File: src/rtl/txpa_pkg.sv
package txpa_pkg;

   // Sequencer phases in the order they are walked
   typedef enum logic [2:0] {
      ST_IDLE     = 3'd0,
      ST_CLKDIV   = 3'd1,
      ST_ALIGN    = 3'd2,
      ST_SETPH    = 3'd3,
      ST_TXRST    = 3'd4,
      ST_WAITDONE = 3'd5
   } txpa_state_e;

   // What kind of event launched the running sequence
   typedef enum logic {
      SEQ_RESTART = 1'b0,
      SEQ_RATE    = 1'b1
   } txpa_kind_e;

   function automatic int unsigned txpa_max2(input int unsigned a, input int unsigned b);
      return (a > b) ? a : b;
   endfunction

endpackage

File: src/rtl/txpa_cplt_det.sv
// Rate-change completion detector: one pulse in legacy mode, a two-stage
// handshake (rate done, then PHY status in a later cycle) in PCI Express mode.
module txpa_cplt_det (
   input  logic clk,
   input  logic rst,
   input  logic pcie_mode,
   input  logic rate_done_i,
   input  logic phystatus_i,
   output logic cplt_o,
   output logic armed_o
);

   logic armed_q;

   always_ff @(posedge clk) begin
      if (rst) begin
         armed_q <= 1'b0;
      end else if (!pcie_mode) begin
         armed_q <= 1'b0;
      end else if (rate_done_i) begin
         armed_q <= 1'b1;
      end else if (phystatus_i) begin
         armed_q <= 1'b0;
      end
   end

   // A status pulse only counts once the rate-done stage was recorded earlier
   assign cplt_o  = pcie_mode ? (armed_q & phystatus_i) : rate_done_i;
   assign armed_o = armed_q;

endmodule

File: src/rtl/txpa_req_latch.sv
// Holds requests that arrive while a sequence runs. The hold is dropped
// whenever the sequencer is idle, since the idle cycle services it.
module txpa_req_latch (
   input  logic clk,
   input  logic rst,
   input  logic busy_i,
   input  logic cplt_i,
   input  logic restart_i,
   output logic pend_rate_o,
   output logic pend_restart_o
);

   logic pend_rate_q;
   logic pend_restart_q;

   always_ff @(posedge clk) begin
      if (rst || !busy_i) begin
         pend_rate_q    <= 1'b0;
         pend_restart_q <= 1'b0;
      end else begin
         pend_rate_q    <= pend_rate_q    | cplt_i;
         pend_restart_q <= pend_restart_q | restart_i;
      end
   end

   assign pend_rate_o    = pend_rate_q;
   assign pend_restart_o = pend_restart_q;

endmodule

File: src/rtl/txpa_interval_cnt.sv
// Shared down-counter, reloaded on each phase entry, saturating at zero.
module txpa_interval_cnt #(
   parameter int unsigned W = 6
) (
   input  logic         clk,
   input  logic         rst,
   input  logic         load_i,
   input  logic [W-1:0] load_val_i,
   output logic         zero_o
);

   logic [W-1:0] cnt_q;

   always_ff @(posedge clk) begin
      if (rst) begin
         cnt_q <= '0;
      end else if (load_i) begin
         cnt_q <= load_val_i;
      end else if (cnt_q != '0) begin
         cnt_q <= cnt_q - 1'b1;
      end
   end

   assign zero_o = (cnt_q == '0);

endmodule

File: src/rtl/txpa_stat_gate.sv
// User-side status: masked PHY status with a single release pulse, or a
// sync-done level, depending on mode.
module txpa_stat_gate (
   input  logic clk,
   input  logic rst,
   input  logic pcie_mode,
   input  logic phystatus_i,
   input  logic gate_i,
   input  logic start_i,
   input  logic finish_i,
   input  logic finish_rate_i,
   output logic user_phystatus_o,
   output logic sync_done_o
);

   logic release_q;
   logic synced_q;

   always_ff @(posedge clk) begin
      if (rst) begin
         release_q <= 1'b0;
         synced_q  <= 1'b0;
      end else begin
         release_q <= finish_i & finish_rate_i & pcie_mode;
         if (start_i) begin
            synced_q <= 1'b0;
         end else if (finish_i) begin
            synced_q <= 1'b1;
         end
      end
   end

   assign user_phystatus_o = pcie_mode & (release_q | (phystatus_i & ~gate_i));
   assign sync_done_o      = ~pcie_mode & synced_q;

endmodule

File: src/rtl/txpa_seq.sv
module txpa_seq
   import txpa_pkg::*;
#(
   parameter int unsigned DIVRST_CYC     = 16,
   parameter int unsigned ALIGN_WAIT_CYC = 32,
   parameter int unsigned SETPH_CYC      = 8,
   parameter int unsigned TXRST_CYC      = 2
) (
   input  logic clk,
   input  logic rst,
   input  logic pcie_mode,
   input  logic rate_done_i,
   input  logic phystatus_i,
   input  logic restart_i,
   input  logic reset_done_i,
   output logic clkdiv_rst_o,
   output logic align_en_o,
   output logic set_phase_o,
   output logic tx_rst_o,
   output logic user_phystatus_o,
   output logic sync_done_o
);

   localparam int unsigned CNT_MAX = txpa_max2(txpa_max2(DIVRST_CYC, ALIGN_WAIT_CYC),
                                               txpa_max2(SETPH_CYC, TXRST_CYC));
   localparam int unsigned CNT_W   = $clog2(CNT_MAX + 1);
   localparam logic [CNT_W-1:0] LD_CLKDIV = CNT_W'(DIVRST_CYC - 1);
   localparam logic [CNT_W-1:0] LD_ALIGN  = CNT_W'(ALIGN_WAIT_CYC - 1);
   localparam logic [CNT_W-1:0] LD_SETPH  = CNT_W'(SETPH_CYC - 1);
   localparam logic [CNT_W-1:0] LD_TXRST  = CNT_W'(TXRST_CYC - 1);

   // Elaboration-time parameter checks
   if (DIVRST_CYC < 1) begin : g_bad_divrst
      $error("txpa_seq: DIVRST_CYC must be at least 1");
   end
   if (ALIGN_WAIT_CYC < 32) begin : g_bad_align
      $error("txpa_seq: ALIGN_WAIT_CYC must be at least 32");
   end
   if (SETPH_CYC < 1) begin : g_bad_setph
      $error("txpa_seq: SETPH_CYC must be at least 1");
   end
   if (TXRST_CYC < 1) begin : g_bad_txrst
      $error("txpa_seq: TXRST_CYC must be at least 1");
   end

   txpa_state_e      state_q, state_d;
   txpa_kind_e       kind_q, kind_d;
   logic             cplt, armed;
   logic             pend_rate, pend_restart;
   logic             busy, idle;
   logic             start_rate, start_restart, finish;
   logic             cnt_load, cnt_zero;
   logic [CNT_W-1:0] cnt_val;
   logic             gate;

   assign idle = (state_q == ST_IDLE);
   assign busy = ~idle;

   txpa_cplt_det u_cplt (
      .clk         (clk),
      .rst         (rst),
      .pcie_mode   (pcie_mode),
      .rate_done_i (rate_done_i),
      .phystatus_i (phystatus_i),
      .cplt_o      (cplt),
      .armed_o     (armed)
   );

   txpa_req_latch u_req (
      .clk            (clk),
      .rst            (rst),
      .busy_i         (busy),
      .cplt_i         (cplt),
      .restart_i      (restart_i),
      .pend_rate_o    (pend_rate),
      .pend_restart_o (pend_restart)
   );

   txpa_interval_cnt #(.W(CNT_W)) u_cnt (
      .clk        (clk),
      .rst        (rst),
      .load_i     (cnt_load),
      .load_val_i (cnt_val),
      .zero_o     (cnt_zero)
   );

   // A rate request outranks a restart and absorbs it
   assign start_rate    = idle & (cplt | pend_rate);
   assign start_restart = idle & ~start_rate & (restart_i | pend_restart);
   assign finish        = (state_q == ST_WAITDONE) & reset_done_i;

   always_comb begin
      state_d  = state_q;
      kind_d   = kind_q;
      cnt_load = 1'b0;
      cnt_val  = '0;
      unique case (state_q)
         ST_IDLE: begin
            if (start_rate) begin
               state_d  = ST_CLKDIV;
               kind_d   = SEQ_RATE;
               cnt_load = 1'b1;
               cnt_val  = LD_CLKDIV;
            end else if (start_restart) begin
               state_d  = ST_ALIGN;
               kind_d   = SEQ_RESTART;
               cnt_load = 1'b1;
               cnt_val  = LD_ALIGN;
            end
         end
         ST_CLKDIV: begin
            if (cnt_zero) begin
               state_d  = ST_ALIGN;
               cnt_load = 1'b1;
               cnt_val  = LD_ALIGN;
            end
         end
         ST_ALIGN: begin
            if (cnt_zero) begin
               state_d  = ST_SETPH;
               cnt_load = 1'b1;
               cnt_val  = LD_SETPH;
            end
         end
         ST_SETPH: begin
            if (cnt_zero) begin
               state_d  = ST_TXRST;
               cnt_load = 1'b1;
               cnt_val  = LD_TXRST;
            end
         end
         ST_TXRST: begin
            if (cnt_zero) begin
               state_d = ST_WAITDONE;
            end
         end
         ST_WAITDONE: begin
            if (reset_done_i) begin
               state_d = ST_IDLE;
            end
         end
         default: begin
            state_d = ST_IDLE;
         end
      endcase
   end

   always_ff @(posedge clk) begin
      if (rst) begin
         state_q <= ST_IDLE;
         kind_q  <= SEQ_RESTART;
      end else begin
         state_q <= state_d;
         kind_q  <= kind_d;
      end
   end

   // Transceiver status is masked from the first sign of a rate change
   // until the sequence and anything held behind it are done
   assign gate = armed | busy | pend_rate | pend_restart;

   txpa_stat_gate u_stat (
      .clk              (clk),
      .rst              (rst),
      .pcie_mode        (pcie_mode),
      .phystatus_i      (phystatus_i),
      .gate_i           (gate),
      .start_i          (start_rate | start_restart),
      .finish_i         (finish),
      .finish_rate_i    (kind_q == SEQ_RATE),
      .user_phystatus_o (user_phystatus_o),
      .sync_done_o      (sync_done_o)
   );

   assign clkdiv_rst_o = (state_q == ST_CLKDIV);
   assign align_en_o   = (state_q == ST_ALIGN) | (state_q == ST_SETPH) |
                         (state_q == ST_TXRST) | (state_q == ST_WAITDONE);
   assign set_phase_o  = (state_q == ST_SETPH);
   assign tx_rst_o     = (state_q == ST_TXRST);

endmodule

File: config.mk
export PLATFORM = sky130hd
export DESIGN_NAME = txpa_seq
export DESIGN_NICKNAME = d
export VERILOG_FILES = /design/src/rtl/txpa_pkg.sv /design/src/rtl/txpa_cplt_det.sv /design/src/rtl/txpa_req_latch.sv /design/src/rtl/txpa_interval_cnt.sv /design/src/rtl/txpa_stat_gate.sv /design/src/rtl/txpa_seq.sv
export SDC_FILE = /design/constraint.sdc
export NUM_CORES = 1
export LEC_CHECK = 0
export ABC_AREA = 1
export BUFFER_PORTS_ARGS = -buffer_cell sky130_fd_sc_hd__buf_2
export CAP_MARGIN = 40
export CELL_PAD_IN_SITES_DETAIL_PLACEMENT = 2
export CELL_PAD_IN_SITES_GLOBAL_PLACEMENT = 2
export CORE_MARGIN = 5
export CORE_UTILIZATION = 33
export DETAILED_ROUTE_END_ITERATION = 8
export PLACE_DENSITY_LB_ADDON = 0.12
export SETUP_SLACK_MARGIN = 0.05
export SYNTH_ARGS = -nofsm -noshare
export SYNTH_HDL_FRONTEND = slang
export SYNTH_SLANG_ARGS = --single-unit
File: constraint.sdc
create_clock -name clk -period 3.3 [get_ports clk]
set_clock_uncertainty 0.2 [all_clocks]
set_input_delay 0.165 -clock clk [delete_from_list [all_inputs] [get_ports clk]]
set_output_delay 0.165 -clock clk [all_outputs]
set_load 0.02 [all_outputs]
==> reports/results.md, run 1 <==
Worst setup path
- rate_done_i — launch point of the critical path
- 6 — total number of cells along the worst setup path
- 0.55 ns — delay of the slowest cell on the worst path
- 3.30 ns — Data required, critical path
- u_cplt.armed_o$_SDFFE_PP0P_ — startpoint of the worst register-to-register path
- 4 — depth of the worst register-to-register path
- in2reg — Worst Setup Path Type
- dlygate4sd3_1 — most used cell along the critical path
- 2 — CP Max Fanout
- primary input — startpoint type of the worst setup path
- 4 — WP buf/inv
- 1.39 ns — setup slack of the most critical reg-to-reg path
- u_cplt.armed_o$_SDFFE_PP0P_ — capture instance of the worst register-to-register path
- u_cplt.armed_o$_SDFFE_PP0P_ — Worst setup endpoint
- dlygate4sd3_1 — master of the slowest instance on the critical path
- register — endpoint kind of the worst setup timing path
- 2.05 ns — worst path arrival time
- buffers and inverters — family with the most delay on the worst path
- dlygate4sd3_1, buf_2, a21oi_1, dlygate4sd3_1, nor2_1, dlygate4sd3_1 — critical path cell sequence

Clock network
- 1 — maximum level of the CTS H-tree
- 0 — Resized Gates After CTS
- clkbuf_4 — root buf cell
- built — CTS tree
- 3 — number of clock buffers inserted by TritonCTS
- 2 — Clock Tree Buf Depth
- 0.30 ns — Clk Latency, worst-skew pair
- 15 — clock sink count
- 0.11 ns — clock transition at the register clock pins on the worst setup and hold paths after CTS
- 0 — Setup Fix Bufs, Post-CTS

STA
- 0.333 ns — measured slew at the worst slew-check pin
- 0 — total setup violations reported at the end of the flow
- 2.05 ns — Final min period
- 0 ns — setup tns final
- 0 — count of final hold-check violations
- 62.2% — final cycle utilization of the critical path
- 0 — Max Slew Vio Count
- no — RSZ-0062 raised after global routing
- 487 MHz — FMAX
- 77.8% — relative slew slack

Final layout
- nand2_1, inv_1, nand3_1 — commonest non-fill, non-tap cells in the layout
- 18.5% — area overhead of the layout relative to synthesis
- nand2_1 — most frequent standard cell in the layout excluding fill and tap cells
- 0 — Antenna diodes
- 168 — Final #Nets
- 25.3% — fraction of final layout cells sized beyond drive strength 1
- 40.6% — Finished Core Util

Yosys
- dfxtp_1 — cell taking the most area after synthesis
- 31.8% — area share of the largest cell type after synthesis
- 31.8% — sequential-to-total area share from yosys stat
- 6.90 um2 — post-synthesis area per instance
- 25 — Yosys cell types
- dfxtp_1, nand2_1, nand3_1 — leading post-synthesis cells by cell area
- 945 um2 — synthesized area
- 15 — synthesis-stage register bit count
- 0 — EDFF count, synth
- 0% — ys async rst share
- dfxtp_1 — predominant post-synthesis flop cell
- 137 — number of instances in the synthesized netlist
- 146 — post-synthesis net count
- 0 — warning count from the yosys run

Floorplanning
- 63.5 um — height of the die
- 2760 um2 — core box area
- 34.3% — effective utilization at floorplan
- 13 — Top-Level Pins
- 4030 um2 — die footprint
- 19 — floorplan row count
- 63.5 um — horizontal die dimension

Global routing
- 0 — global route total overflow
- 4.91 mm — global-route wire length before repair
- 0 — number of antenna violations at the first check in global routing
- 1055 — number of global-route vias before repair
- 15.0% — all-layer global routing usage
- 10 — largest net degree at the start of global routing

Worst hold path
- in2reg — worst min-delay path class

Run
- 0 — number of max-cap violations

Detailed routing
- 0 — Post-DRT Antenna Nets
- 0 — DRC violation count after routing
- 936 — total via count in the routed design
- 13 — number of DRC markers in iteration 0
- 14.0 um — average detailed-routed wire length per instance
- 2.65 mm — WL final
- 2 — iteration count of the initial detailed-routing pass
- 4.95 — per-cell via count in the routed design

Placement
- 2.11 mm — detailed placer's ending HPWL
- 0.795 — final weighted congestion in routability-driven placement
- 12 — # port buffers

Pwr
- 0.555 nW — Static Leakage
- 908 nW/um2 — P per Cell Area
- 334 uV — highest ir drop seen on vdd

Status
- complete, no violations — result of the run

-- what timing repair did --
action / CTS / global route
endpoints found under the hold margin: 8 / 0
hold buffers: 6 / 0
setup endpoints to repair: 0 / 0
-- state kept, by name, indices dropped and copies added (netlist names) --
register / cells
u_cnt.cnt_q: 6
u_req.pend_rate_o: 1
kind_q: 1
state_q: 3
u_cplt.armed_o: 1
u_stat.release_q: 1
u_req.pend_restart_o: 1
u_stat.synced_q: 1
-- power breakdown --
part | internal, mW | switching (mW) | total (mW)
clock network | 0.0452 | 0.0708 | 0.116
registers | 0.235 | 0.0547 | 0.290
logic | 0.213 | 0.399 | 0.612
total | 0.493 | 0.525 | 1.02
-- cell usage after synthesis (all sizes together), types with 2 or more instances --
library cell / instances
a21oi: 10
o21ai: 7
nor3: 2
dfxtp: 15
nand2: 27
nor2: 20
nand3: 21
ha: 2
inv: 25
xor2: 3
-- layer usage --
| metal | wire [um] | part of all wire (%) | up-vias | track usage (%) |
|---|---|---|---|---|
| met5 | 0 | 0 | - | 0 |
| met4 | 20 | 0.76 | 0 | 3.12 |
| met3 | 58 | 2.2 | 4 | 3.02 |
| met2 | 1330 | 50 | 9 | 27.0 |
| met1 | 1230 | 47 | 445 | 18.0 |
| li1 | - | - | 478 | - |
-- worst min-delay path by stage --
stage,start,depth (start not counted),endpoint
2_1_floorplan,rst,1,kind_q$_SDFFE_PP0P_
3_3_place_gp,rate_done_i,3,u_cplt.armed_o$_SDFFE_PP0P_
3_5_place_dp,rate_done_i,3,u_cplt.armed_o$_SDFFE_PP0P_
4_1_cts,restart_i,3,u_req.pend_restart_o$_SDFF_PP0_
5_1_grt,restart_i,3,u_req.pend_restart_o$_SDFF_PP0_
6_report,restart_i,3,u_req.pend_restart_o$_SDFF_PP0_
-- cell type report --
cell class / instances / area, um2
Multi-Input combinational cell: 96 / 537
Timing Repair Buffer: 18 / 120
Tap cell: 31 / 38.8
Clock inverter: 1 / 5.00
Fill cell: 348 / 1640
Inverter: 25 / 96.3
Clock buffer: 3 / 22.5
Sequential cell: 15 / 300
-- worst reg2reg max path: cells and delay by family (launching register included) --
kind                   cells  cell delay, ns
buffers and inverters      2            1.09
and+or+nand+nor            1            0.04
AOI/OAI and AO/OA          1            0.13
DFF                        1            0.34
-- stage by stage --
stage,hold slack (ns),power [mW],std cells,area (um2),setup slack (ns)
after floorplan,0.0341,0.764,137,945,1.87
after global placement,0.207,0.874,179,1030,1.70
after detailed placement,0.217,0.902,179,1030,1.63
after CTS,0.0136,1.03,189,1120,1.25
after global routing,0.0569,1.13,189,1120,1.16
final,0.0123,1.02,189,1120,1.25
-- cells by family (layout without fill, tap and decap cells) --
group	Yosys count	after routing	share of synthesized area [%]
adders and majority gates	2	2	2.65
DFF	15	15	31.8
AOI/OAI and AO/OA	17	17	10.6
and+or+nand+nor	73	73	39.9
buffers and inverters	26	47	11.4
xor gates and xnor gates	4	4	3.71
No activity file was read; power rests on OpenSTA's default activity.
==> run 2, diff against run 1 <==
Settings changed: CORE_UTILIZATION 33 to 27.
Clock period 3.3 ns to 1.66 ns, I/O delays scaled along.
==> reports/results.md, run 2 (synthesis results as in run 1) <==
Worst hold path
- in2reg — worst min-delay path class
- restart_i — Hold Startpoint
- 4 — WHS Path Cells, +1
- u_req.pend_restart_o$_SDFF_PP0_ — endpoint of the worst hold path

Pwr
- 66.2% — combinational power share, +6.1 points
- 24.4% — proportion of power drawn by flip-flops and latches, -4.1 points
- 1.17 mW — NetSw, +120%
- 1.30 mW — internal power, +160%
- 1860 nW/um2 — P per Cell Area, +100%
- 0.622 nW — Static Leakage, +12%
- 2.48 mW — Power Total, +140%
- 9.4% — clock network fraction of design power, -2.0 points
- 636 uV — highest ir drop seen on vdd, +91%
- 47.4% — switching part of the total power, -4.2 points

Final layout
- 178 — Final #Nets, +6.0%
- nand2_1 — most frequent standard cell in the layout excluding fill and tap cells
- 0 — Antenna diodes, unchanged
- 39.6% — Finished Core Util, -0.99 points
- 40.5% — fraction of final layout cells sized beyond drive strength 1, +15 points
- u_cnt.cnt_q (6), state_q (3) — largest registers
- u_cnt.cnt_q — largest register by flop count
- 6 — number of flip-flops under the largest register name, unchanged
- 41.1% — area overhead of the layout relative to synthesis
- 417 — Fillers, +20%
- nand2_1, inv_1, nand3_1 — commonest non-fill, non-tap cells in the layout

Clock network
- 1 — maximum level of the CTS H-tree, unchanged
- 3 — number of clock buffers inserted by TritonCTS, unchanged
- clkbuf_4 — root buf cell
- 15 — clock sink count, unchanged
- 0.29 ns — Clk Latency, worst-skew pair, about the same
- built — CTS tree
- 0.11 ns — clock transition at the register clock pins on the worst setup and hold paths after CTS, about the same
- 2 — Clock Tree Buf Depth, unchanged

STA
- 0 — total setup violations reported at the end of the flow, unchanged
- yes — RSZ-0062 raised after global routing
- 636 MHz — FMAX
- 0.0771 ns — Worst Hold Slack, +0.0648 ns
- 0 — count of final hold-check violations, unchanged
- 0 — Max Slew Vio Count, unchanged
- 94.8% — final cycle utilization of the critical path
- 82.8% — relative slew slack, +5.0 points
- 0.256 ns — measured slew at the worst slew-check pin, -0.0774 ns
- 0.0871 ns — min setup slack post-route, -1.16 ns
- 1.57 ns — Final min period
- 0 ns — setup tns final, unchanged

Detailed routing
- 2 — iteration count of the initial detailed-routing pass, unchanged
- 16 — number of DRC markers in iteration 0, +3
- 4.51 — per-cell via count in the routed design, -8.9%
- 0 — Post-DRT Antenna Nets, unchanged
- 13.6 um — average detailed-routed wire length per instance, -2.8%
- 2.91 mm — WL final, +10%
- 966 — total via count in the routed design, +3.2%
- 0 — DRC violation count after routing, unchanged

Global routing
- 10 — largest net degree at the start of global routing, unchanged
- 0 — global route total overflow, unchanged
- 1059 — number of global-route vias before repair, +0.38%
- 12.5% — all-layer global routing usage, -2.4 points
- 4.95 mm — global-route wire length before repair, +0.86%
- 0 — number of antenna violations at the first check in global routing, unchanged

Status
- complete, no violations — result of the run

Worst setup path
- reg2out — Worst Setup Path Type
- 1.38 ns — Data required, critical path, -1.92 ns
- output pin — endpoint kind of the worst setup timing path
- 8 — depth of the worst register-to-register path, +4
- 3 — CP Max Fanout, +1
- u_cnt.cnt_q[0]$_SDFFE_PP0P_ — startpoint of the worst register-to-register path
- register — startpoint type of the worst setup path
- 1.29 ns — worst path arrival time, -0.76 ns
- 0.14 ns — setup slack of the most critical reg-to-reg path, -1.25 ns
- u_cnt.cnt_q[4]$_SDFFE_PP0P_ — capture instance of the worst register-to-register path

Placement
- -0.0116 ns — worst setup timing slack at the placement stage, -1.64 ns
- 2.13 mm — detailed placer's ending HPWL, +0.67%
- 12 — # port buffers, unchanged
- 0.764 — final weighted congestion in routability-driven placement, -3.9%

Run
- 0 — number of max-cap violations, unchanged

Floorplanning
- 69.2 um — horizontal die dimension, +8.9%
- 3360 um2 — core box area, +22%
- 28.1% — effective utilization at floorplan, -6.2 points
- 21 — floorplan row count, +2
- 69.2 um — height of the die, +8.9%
- 4780 um2 — die footprint, +19%
- 13 — Top-Level Pins, unchanged

==> run 2: worst max-delay path by stage <==
stage | startpoint | to | slack, ns | cells after the start
after floorplan | state_q[0]$_SDFFE_PP0P_ | state_q[2]$_SDFFE_PP0P_ | 0.23 | 8
after global placement | u_cnt.cnt_q[1]$_SDFFE_PP0P_ | u_cnt.cnt_q[4]$_SDFFE_PP0P_ | 0.003 | 8
after detailed placement | u_cnt.cnt_q[0]$_SDFFE_PP0P_ | u_cnt.cnt_q[4]$_SDFFE_PP0P_ | -0.01 | 8
after CTS | u_cnt.cnt_q[0]$_SDFFE_PP0P_ | u_cnt.cnt_q[4]$_SDFFE_PP0P_ | 0.05 | 8
after global routing | u_cplt.armed_o$_SDFFE_PP0P_ | user_phystatus_o | -0.02 | 4
final | u_cplt.armed_o$_SDFFE_PP0P_ | user_phystatus_o | 0.09 | 4
==> run 2: worst max-delay path, cell delays in order, from the launching register on <==
cell and delay, ns:
dfxtp_1 0.35, nor4_2 0.32, a21oi_2 0.09, nor2_1 0.11, buf_4 0.15
==> run 2: what timing repair did <==
item | 4_1_cts | 5_1_grt
gates resized for setup | 14 | 20
setup endpoints to repair | 7 | 13
pin swaps | 4 | 10
endpoints found under the hold margin | 9 | 0
hold buffers | 5 | 0
setup buffers | 2 | 8
==> run 2: through the flow <==
stage / instance area [um2] / cells
floorplan: 945 / 137
global placement: 1060 / 195
detailed placement: 1060 / 195
CTS: 1190 / 206
global route: 1330 / 214
finish: 1330 / 214
==> run 2: metal layers <==
layer / GRT usage [%] / routed length, um / vias to the layer above
met5: 0 / 0 / -
met4: 2.60 / 0 / 0
met3: 1.74 / 47 / 0
met2: 22.8 / 1520 / 5
met1: 15.5 / 1350 / 463
li1: - / - / 498
==> run 2: final cells by class <==
cell class / count / area [um2] / share of cell area, %
multi-input cells: 96 / 617 / 46.3
flip-flops and latches: 15 / 314 / 23.6
repair buffers: 28 / 214 / 16.1
inverters: 25 / 104 / 7.79
well taps: 46 / 57.6 / 4.32
clock buffers: 4 / 26.3 / 1.97
==> run 2: power by group through the flow <==
stage                     combinational, mW  sequential (mW)  clock [mW]
after global routing                   1.84            0.622       0.266
after detailed placement               1.20            0.588           0
final                                  1.64            0.604       0.232
after global placement                 1.18            0.580           0
after CTS                              1.32            0.591       0.240
after floorplan                       0.980            0.540           0
==> run 3, diff against run 2 <==
Settings changed: PLACE_DENSITY set to 0.77, PLACE_DENSITY_LB_ADDON 0.12 to unset.
==> reports/results.md, run 3 (synthesis results as in run 1) <==
Status
- complete, no violations — result of the run

Detailed routing
- 4.75 — per-cell via count in the routed design, +5.3%
- 10 — number of DRC markers in iteration 0, -6
- 0 — DRC violation count after routing, unchanged
- 2 — iteration count of the initial detailed-routing pass, unchanged
- 0 — Post-DRT Antenna Nets, unchanged
- 15.4 um — average detailed-routed wire length per instance, +14%
- 1041 — total via count in the routed design, +7.8%
- 3.38 mm — WL final, +16%

Final layout
- 424 — Fillers, +1.7%
- 40.9% — Finished Core Util, +1.3 points
- nand2_1 — most frequent standard cell in the layout excluding fill and tap cells
- 317 um2 — Seq. cell area, +0.80%
- u_cnt.cnt_q (6), state_q (3) — largest registers
- 639 um2 — Multi-input gate area, +3.7%
- 1380 um2 — post-route cell area, +3.3%
- 45.7% — area overhead of the layout relative to synthesis
- nand2_1, buf_4, inv_1 — commonest non-fill, non-tap cells in the layout
- 0 — Antenna diodes, unchanged
- u_cnt.cnt_q — largest register by flop count
- 183 — Final #Nets, +2.8%
- 6 — number of flip-flops under the largest register name, unchanged
- 219 — non-filler cells in the finished layout, +2.3%
- 46.2% — fraction of final layout cells sized beyond drive strength 1, +5.8 points

Pwr
- 1920 nW/um2 — P per Cell Area, +3.2%
- 602 uV — highest ir drop seen on vdd, -5.3%
- 0.641 nW — Static Leakage, +3.1%

STA
- 76.5% — relative slew slack, -6.3 points
- 0 — Max Slew Vio Count, unchanged
- 95.8% — final cycle utilization of the critical path, +1.1 points
- 0 ns — setup tns final, unchanged
- 629 MHz — FMAX, -1.1%
- yes — RSZ-0062 raised after global routing
- 1.59 ns — Final min period, +0.0179 ns
- 0 — count of final hold-check violations, unchanged
- 0.0693 ns — min setup slack post-route, -0.0179 ns
- 0 — total setup violations reported at the end of the flow, unchanged
- 0.349 ns — measured slew at the worst slew-check pin, +0.0933 ns

Global routing
- 5.11 mm — global-route wire length before repair, +3.3%
- 1173 — number of global-route vias before repair, +11%
- 0 — number of antenna violations at the first check in global routing, unchanged
- 10 — largest net degree at the start of global routing, unchanged
- 0 — global route total overflow, unchanged
- 13.3% — all-layer global routing usage, +0.75 points

Worst hold path
- 4 — WHS Path Cells, unchanged
- restart_i — Hold Startpoint
- in2reg — worst min-delay path class

Worst setup path
- 1.38 ns — Data required, critical path, about the same
- output pin — endpoint kind of the worst setup timing path
- register — startpoint type of the worst setup path
- reg2out — Worst Setup Path Type
- 1.31 ns — worst path arrival time, +0.02 ns
- u_cnt.cnt_q[0]$_SDFFE_PP0P_ — startpoint of the worst register-to-register path
- 6 — CP Max Fanout, +3
- 8 — depth of the worst register-to-register path, unchanged
- state_q[1]$_SDFFE_PP0P_ — launch point of the critical path

Clock network
- 0.10 ns — clock transition at the register clock pins on the worst setup and hold paths after CTS, about the same
- 15 — clock sink count, unchanged
- 0.30 ns — Clk Latency, worst-skew pair, about the same
- clkbuf_4 — root buf cell
- 2 — Clock Tree Buf Depth, unchanged
- 1 — maximum level of the CTS H-tree, unchanged
- 3 — number of clock buffers inserted by TritonCTS, unchanged
- built — CTS tree

Floorplanning
- 69.2 um — horizontal die dimension, unchanged
- 13 — Top-Level Pins, unchanged
- 4780 um2 — die footprint, unchanged
- 21 — floorplan row count, unchanged
- 69.2 um — height of the die, unchanged
- 28.1% — effective utilization at floorplan, unchanged
- 3360 um2 — core box area, unchanged

Placement
- 195 — Inst Count DP, unchanged
- 0.00527 ns — worst setup timing slack at the placement stage, +0.0169 ns
- 1060 um2 — standard cell area after detailed placement, unchanged
- 2.15 mm — detailed placer's ending HPWL, +1.2%
- 12 — # port buffers, unchanged
- 0.807 — final weighted congestion in routability-driven placement, +5.7%

Run
- 0 — number of max-cap violations, unchanged

-- run 3: cell count changes in the layout (fill, tap and decap cells not counted), sizes merged --
cell and change:
clkinv -1, inv +1, buf +5
-- run 3: where the power goes --
part	switching (mW)	internal, mW	leakage, nW	total, mW
logic	1.05	0.769	0.499	1.81
clock network	0.135	0.0936	0.0150	0.228
registers	0.110	0.486	0.127	0.597
-- run 3: path summary, 6_finish.rpt --
path | endpoint | slack [ns]
max | user_phystatus_o | 0.07
min | u_req.pend_restart_o$_SDFF_PP0_ | 0.04
max reg2reg | u_cnt.cnt_q[4]$_SDFFE_PP0P_ | 0.07
min reg2reg | u_stat.synced_q$_SDFFE_PP0P_ | 0.26
-- run 3: cell type report --
cell class | instances | area share, %
clock buffers | 4 | 1.91
inverters | 25 | 7.36
multi-input cells | 96 | 46.5
flip-flops and latches | 15 | 23.0
well taps | 46 | 4.18
repair buffers | 33 | 17.1
-- run 3: metal layers --
| layer | track usage, % | wire (um) | vias up |
|---|---|---|---|
| met1 | 13.5 | 1330 | 515 |
| met2 | 26.2 | 1940 | 11 |
| li1 | - | - | 509 |
| met5 | 0 | 0 | - |
| met3 | 3.20 | 62 | 6 |
| met4 | 3.90 | 48 | 0 |
-- run 3: critical path, stage by stage (launching register included) --
cell	delay (ns)
dfxtp_4	0.38
nor2_4	0.15
nand2_4	0.09
inv_6	0.08
a21oi_2	0.05
nor2_1	0.11
buf_4	0.15
-- run 3: repair_timing --
item                                    in CTS  in global routing
pin swaps                                    2                 13
hold buffers                                 5                  0
endpoints found under the hold margin        9                  0
gates resized for setup                     13                 25
endpoints found under the setup margin       8                 11
buffers inserted                             3                 12
-- run 3: through the flow --
stage,power (mW),hold slack [ns]
after floorplan,1.52,-0.0479
after detailed placement,1.79,0.133
after global placement,1.74,0.129
after CTS,2.14,0.0344
after global routing,2.86,0.0762
final,2.64,0.0449
